File: config.mk
export PLATFORM = sky130hd
export DESIGN_NAME = ptg_top
export DESIGN_NICKNAME = d
export VERILOG_FILES = /design/src/rtl/ptg_pkg.sv /design/src/rtl/ptg_ctrl.sv /design/src/rtl/ptg_datapath.sv /design/src/rtl/ptg_top.sv
export SDC_FILE = /design/constraint.sdc
export NUM_CORES = 1
export LEC_CHECK = 0
export ABC_AREA = 0
export BUFFER_PORTS_ARGS = -buffer_cell sky130_fd_sc_hd__clkbuf_2
export CAP_MARGIN = 40
export CORE_MARGIN = 3
export CORE_UTILIZATION = 45
export CTS_BUF_LIST = sky130_fd_sc_hd__clkbuf_4 sky130_fd_sc_hd__clkbuf_8
export CTS_CLUSTER_SIZE = 12
export DETAILED_ROUTE_END_ITERATION = 6
export GPL_TIMING_DRIVEN = 0
export PLACE_DENSITY = 0.64
export SKIP_LAST_GASP = 1
export SLEW_MARGIN = 10
export SYNTH_ARGS = -nofsm -noshare
export SYNTH_HDL_FRONTEND = slang
export SYNTH_SLANG_ARGS = --single-unit
File: constraint.sdc
create_clock -name clk -period 8.9 [get_ports clk]
set_input_delay 0 -clock clk [delete_from_list [all_inputs] [get_ports clk]]
set_output_delay 0 -clock clk [all_outputs]
set_load 0.01 [all_outputs]
File: src/rtl/ptg_pkg.sv
package ptg_pkg;

  localparam logic [15:0] CRC16_POLY = 16'h8BB7;
  localparam logic [63:0] CRC64_POLY = 64'h9A6C9329AC4BC9B5;
  localparam logic [63:0] ZERO_GUARD64 = 64'h6482D367EB22B64E;

  typedef struct packed {
    logic       start;
    logic       hashEn;
    logic       blockEnd;
    logic       inTuple;
    logic [3:0] tupleIdx;
  } ptgStrobes_t;

  function automatic logic [15:0] crc16Step(input logic [15:0] crc, input logic [7:0] b);
    logic [15:0] c;
    c = crc ^ {b, 8'h00};
    for (int i = 0; i < 8; i++) c = c[15] ? ((c << 1) ^ CRC16_POLY) : (c << 1);
    return c;
  endfunction

  function automatic logic [63:0] crc64Step(input logic [63:0] crc, input logic [7:0] b);
    logic [63:0] c;
    c = crc ^ {56'd0, b};
    for (int i = 0; i < 8; i++) c = c[0] ? ((c >> 1) ^ CRC64_POLY) : (c >> 1);
    return c;
  endfunction

endpackage

File: src/rtl/ptg_ctrl.sv
module ptg_ctrl
  import ptg_pkg::*;
#(
  parameter int BLK_W  = 16,
  parameter int META_W = 8
) (
  input  logic              clk,
  input  logic              rstN,
  input  logic              cmdStart,
  input  logic [BLK_W-1:0]  cfgBlkBytes,
  input  logic [META_W-1:0] cfgMetaBytes,
  input  logic              cfgTupleFirst,
  input  logic              cfgWideGuard,
  input  logic              cfgZeroFill,
  input  logic              inValid,
  input  logic              outReady,
  output logic              inReady,
  output logic              outValid,
  output logic              blockDone,
  output ptgStrobes_t       strb
);

  localparam int CNT_W = (BLK_W > META_W) ? BLK_W : META_W;

  typedef enum logic [1:0] {ST_IDLE, ST_DATA, ST_META} phase_t;

  phase_t     phase;
  logic [CNT_W-1:0] cnt;
  logic [CNT_W-1:0] tupleSize;
  logic [CNT_W-1:0] tupleBase;
  logic [CNT_W-1:0] tupleOff;
  logic       fire;
  logic       lastData;
  logic       lastMeta;
  logic       inMeta;

  always_comb begin
    tupleSize = cfgWideGuard ? CNT_W'(16) : CNT_W'(8);
    tupleBase = cfgTupleFirst ? '0 : (CNT_W'(cfgMetaBytes) - tupleSize);
    tupleOff  = cnt - tupleBase;
    inMeta    = (phase == ST_META);
    inReady   = (phase == ST_DATA) || (inMeta && outReady);
    outValid  = inMeta && inValid;
    fire      = inValid && inReady;
    lastData  = (cnt == CNT_W'(cfgBlkBytes) - CNT_W'(1));
    lastMeta  = (cnt == CNT_W'(cfgMetaBytes) - CNT_W'(1));

    strb.start    = cmdStart;
    strb.hashEn   = fire && ((phase == ST_DATA) ||
                             (inMeta && !cfgTupleFirst && (cnt < tupleBase)));
    strb.blockEnd = fire && inMeta && lastMeta;
    strb.inTuple  = inMeta && (cnt >= tupleBase) && (tupleOff < tupleSize);
    strb.tupleIdx = tupleOff[3:0];
  end

  always_ff @(posedge clk) begin
    if (!rstN) begin
      phase     <= ST_IDLE;
      cnt       <= '0;
      blockDone <= 1'b0;
    end else begin
      blockDone <= strb.blockEnd;
      if (cmdStart) begin
        phase <= cfgZeroFill ? ST_META : ST_DATA;
        cnt   <= '0;
      end else if (fire) begin
        if (phase == ST_DATA) begin
          if (lastData) begin
            phase <= ST_META;
            cnt   <= '0;
          end else begin
            cnt <= cnt + CNT_W'(1);
          end
        end else if (lastMeta) begin
          phase <= cfgZeroFill ? ST_META : ST_DATA;
          cnt   <= '0;
        end else begin
          cnt <= cnt + CNT_W'(1);
        end
      end
    end
  end

endmodule

File: src/rtl/ptg_datapath.sv
module ptg_datapath
  import ptg_pkg::*;
(
  input  logic        clk,
  input  logic        rstN,
  input  ptgStrobes_t strb,
  input  logic        cfgWideGuard,
  input  logic        cfgZeroFill,
  input  logic [1:0]  cfgPiType,
  input  logic [15:0] cfgAppTag,
  input  logic [47:0] cfgRefStart,
  input  logic [7:0]  inData,
  output logic [7:0]  outData
);

  logic [15:0]  crc16;
  logic [63:0]  crc64;
  logic [47:0]  refTag;
  logic [15:0]  guard16;
  logic [63:0]  guard64;
  logic [127:0] tupleVec;
  logic [7:0]   tupleByte;

  always_ff @(posedge clk) begin
    if (!rstN) begin
      crc16  <= '0;
      crc64  <= '1;
      refTag <= '0;
    end else begin
      if (strb.start || strb.blockEnd) begin
        crc16 <= '0;
        crc64 <= '1;
      end else if (strb.hashEn) begin
        crc16 <= crc16Step(crc16, inData);
        crc64 <= crc64Step(crc64, inData);
      end
      if (strb.start) refTag <= cfgRefStart;
      else if (strb.blockEnd && (cfgPiType != 2'd3)) refTag <= refTag + 48'd1;
    end
  end

  always_comb begin
    guard16 = cfgZeroFill ? 16'h0000 : crc16;
    guard64 = cfgZeroFill ? ZERO_GUARD64 : ~crc64;
    if (cfgWideGuard) tupleVec = {guard64, cfgAppTag, refTag};
    else              tupleVec = {guard16, cfgAppTag, refTag[31:0], 64'd0};
    tupleByte = tupleVec[127 - 8 * strb.tupleIdx -: 8];
    if (strb.inTuple)    outData = tupleByte;
    else if (cfgZeroFill) outData = 8'h00;
    else                 outData = inData;
  end

endmodule

File: src/rtl/ptg_top.sv
module ptg_top
  import ptg_pkg::*;
#(
  parameter int BLK_W  = 16,
  parameter int META_W = 8
) (
  input  logic              clk,
  input  logic              rstN,
  input  logic              cmdStart,
  input  logic [BLK_W-1:0]  cfgBlkBytes,
  input  logic [META_W-1:0] cfgMetaBytes,
  input  logic              cfgTupleFirst,
  input  logic              cfgWideGuard,
  input  logic [1:0]        cfgPiType,
  input  logic              cfgZeroFill,
  input  logic [15:0]       cfgAppTag,
  input  logic [47:0]       cfgRefStart,
  input  logic              inValid,
  output logic              inReady,
  input  logic [7:0]        inData,
  output logic              outValid,
  input  logic              outReady,
  output logic [7:0]        outData,
  output logic              blockDone
);

  ptgStrobes_t strb;

  ptg_ctrl #(.BLK_W(BLK_W), .META_W(META_W)) u_ctrl (
    .clk(clk), .rstN(rstN), .cmdStart(cmdStart),
    .cfgBlkBytes(cfgBlkBytes), .cfgMetaBytes(cfgMetaBytes),
    .cfgTupleFirst(cfgTupleFirst), .cfgWideGuard(cfgWideGuard),
    .cfgZeroFill(cfgZeroFill), .inValid(inValid), .outReady(outReady),
    .inReady(inReady), .outValid(outValid), .blockDone(blockDone), .strb(strb)
  );

  ptg_datapath u_dp (
    .clk(clk), .rstN(rstN), .strb(strb), .cfgWideGuard(cfgWideGuard),
    .cfgZeroFill(cfgZeroFill), .cfgPiType(cfgPiType), .cfgAppTag(cfgAppTag),
    .cfgRefStart(cfgRefStart), .inData(inData), .outData(outData)
  );

endmodule

==> results_dict.tcl <==
set metrics [dict create \
    status "complete, no violations" \
    placed_cells 1882 \
    drive_gt1_share_pct 13.1 \
    p_leak_uw 0.00534 \
    ys_types 76 \
    maxSlewViolCount 0 \
    via_per_inst 5.97 \
    num_antenna_cells 0 \
    netlist_instances 1435 \
    cts_root_buf "clkbuf_8" \
    postCtsSetupRepairBufs 0 \
    hold_viol_final 0 \
    syn_area_per_cell_um2 8.05 \
    cp_max_fo 10 \
    place_hpwl_um 31000 \
    synth_area_leaders "dfxtp_1, xnor2_1, xor2_1, nand2_1, o211ai_1" \
    grt_pass1_vias 11094 \
    synth_top_cell_area_share_pct 25.5 \
    post_cts_resized 0 \
    die_h_um 166 \
    hp-class "input port to flip-flop" \
    design_area_um2 13500 \
    synth-edff-count 0 \
    design.core.area_um2 25200 \
    drc 0 \
    gp_routability_congestion 0.963 \
    num_io_pins 117 \
    grtUsageTotal_pct 28.5 \
    cts_tree "done" \
    worstSkewPairLatency_ns 0.48 \
    async_reset_ff_share_pct 0 \
    start_util_pct 45.9 \
    maxCapViolCount 0 \
    die_w_um 166 \
    die_area_um2 27600 \
    cts.sinks 147 \
    fin_crit_sh_pct 62.0 \
    arrival_ns 5.52 \
    worstMarginPinSlew_ns 0.911 \
    pre_cts_slack_ns 3.47 \
    setup_viol 0 \
    fin_tns_setup_ns 0 \
    ys_warn_count 0 \
    slew_headroom_pct 39.0 \
    ys.flop_type "dfxtp_1" \
    r2r_slack_ns 5.06 \
    path_class "flip-flop to output pin" \
    postCtsHoldBufs 51 \
    grt_max_degree 17 \
    period_needed_ns 5.52 \
    synth-seq-cells 147 \
    fmax_mhz 181 \
    final_core_utilization_pct 53.7 \
    syn-num-nets 1568 \
    power.density_nw_per_um2 144 \
    yosysTopAreaCell "dfxtp_1" \
    end_kind "output pin" \
    vias 11731 \
    rsz0062_at_grt "no" \
    register_area_um2 2940 \
    multiInputGateArea_um2 8160 \
    grt-ovfl-total 0 \
    worstPathRequired_ns 8.90 \
    cts_buffers 17 \
    first_pass_iters 6 \
    dpl_cell_area_um2 12600 \
    fin_skew_ns 0.0154 \
    ant_nets 0 \
    grt_pass1_wl_um 62900 \
    setup_slack_ns 3.38 \
    cp-start-kind "flip-flop" \
    max-vdd-ir-drop_mv 0.0857 \
    fin_cells 1965 \
    cts.clk_slew.worst_paths_ns 0.10 \
    seq_area_frac_synth_pct 25.5 \
    h-tree-depth 4 \
    fin_nets 1755 \
    synth_area_um2 11600 \
    antenna_found_initial 0 \
    initialDrtViolationCount 1115 \
    cts_buffer_depth 2 \
    syn2layout_area_growth_pct 17.1 \
    n_fill_cell 2428 \
    port_buffers 110 \
    wirelength_um 40500 \
    std_cell_rows 58 \
    wl_per_cell_um 20.6 \
]
## final timing paths
path	from	endpoint	cells past startpoint
hold reg to reg	u_dp.crc16[15]	u_dp.crc16[15]	2
setup reg to reg	u_ctrl.cnt[0]	u_dp.crc64[19]	14
hold / removal	inValid	u_ctrl.cnt[1]	4
setup / recovery	u_ctrl.cnt[0]	outData[6]	14
## cell families after synthesis
kind of cell | synth area share, %
and+or+nand+nor | 22.1
AOI/OAI and AO/OA | 18.1
xor gates and xnor gates | 20.3
DFF | 25.5
buffers and inverters | 3.94
muxes | 7.07
adders and majority gates | 3.05
## where the power goes
part | internal (µW) | switching [µW]
registers | 677 | 27.3
logic | 259 | 370
clock network | 293 | 322
## registers in the layout (all words and copies together), names as in the netlist
register / count
u_dp.crc64: 64
u_dp.refTag: 48
u_ctrl.cnt: 16
u_dp.crc16: 16
u_ctrl.phase: 2
u_ctrl.blockDone: 1
## Yosys cell counts (13+ instances only)
cell and count:
nor4_1 13, nor2_1 129, a211oi_1 29, o211ai_1 70, dfxtp_1 147, nand2_1 155
nand3_1 44, and3_1 24, clkbuf_1 72, a21oi_1 59, or3_1 14, inv_1 31
nand4_1 25, xor2_1 98, ha_1 25, o21ai_0 60, xnor2_1 149, a31oi_1 13
nand2b_1 18, nor3_1 21, mux2_2 15, nor2b_1 16, mux4_2 13, mux2i_1 34
## routing by layer
layer	track usage (%)	share of wire, %
met3	4.43	7.7
met4	9.07	2.9
met2	46.0	46
met5	0	0
met1	39.4	44
## cell usage in the layout (no fill, tap or decap), types with 13 or more instances in the layout
| cell type | n |
|---|---|
| dfxtp_1 | 147 |
| o21ai_0 | 60 |
| nand3_1 | 44 |
| nand2b_1 | 18 |
| a21oi_1 | 59 |
| mux4_2 | 13 |
| clkbuf_1 | 72 |
| inv_1 | 31 |
| clkbuf_8 | 17 |
| nor3_1 | 21 |
| a211oi_1 | 29 |
| nor2b_1 | 16 |
| ha_1 | 25 |
| dlygate4sd3_1 | 51 |
| nand2_1 | 155 |
| nand4_1 | 25 |
| mux2i_1 | 34 |
| xor2_1 | 98 |
| nor4_1 | 13 |
| clkbuf_2 | 110 |
| a31oi_1 | 13 |
| o211ai_1 | 70 |
| mux2_2 | 15 |
| xnor2_1 | 149 |
| or3_1 | 14 |
| and3_1 | 24 |
| nor2_1 | 129 |
## worst max-delay path: stages, from the launching register on
cell      delay [ns]
dfxtp_1         0.35
clkbuf_1        0.27
inv_1           0.13
ha_1            0.55
buf_1           0.68
buf_1           0.74
clkbuf_1        0.70
nor2_1          0.24
a21oi_1         0.20
a21oi_1         0.09
o221ai_1        0.25
o31ai_1         0.12
a21oi_1         0.35
mux2i_1         0.18
clkbuf_2        0.18
## layout make-up
| type | instances | share of cell area [%] |
|---|---|---|
| clock buffers | 17 | 1.73 |
| multi-input cells | 1171 | 60.3 |
| plain buffers | 86 | 2.51 |
| inverters | 31 | 0.860 |
| clock inverters | 15 | 1.57 |
| repair buffers | 168 | 8.26 |
| well taps | 330 | 3.05 |
| flip-flops and latches | 147 | 21.7 |
## through the flow
| step | hold slack [ns] | power [µW] |
|---|---|---|
| CTS | 0.00197 | 1940 |
| detailed placement | 0.245 | 1310 |
| floorplan | 0.128 | 1130 |
| finish | 0.0351 | 1950 |
| global placement | 0.225 | 1300 |
| global route | 0.0545 | 2020 |
No activity file was read; power rests on OpenSTA's default activity.
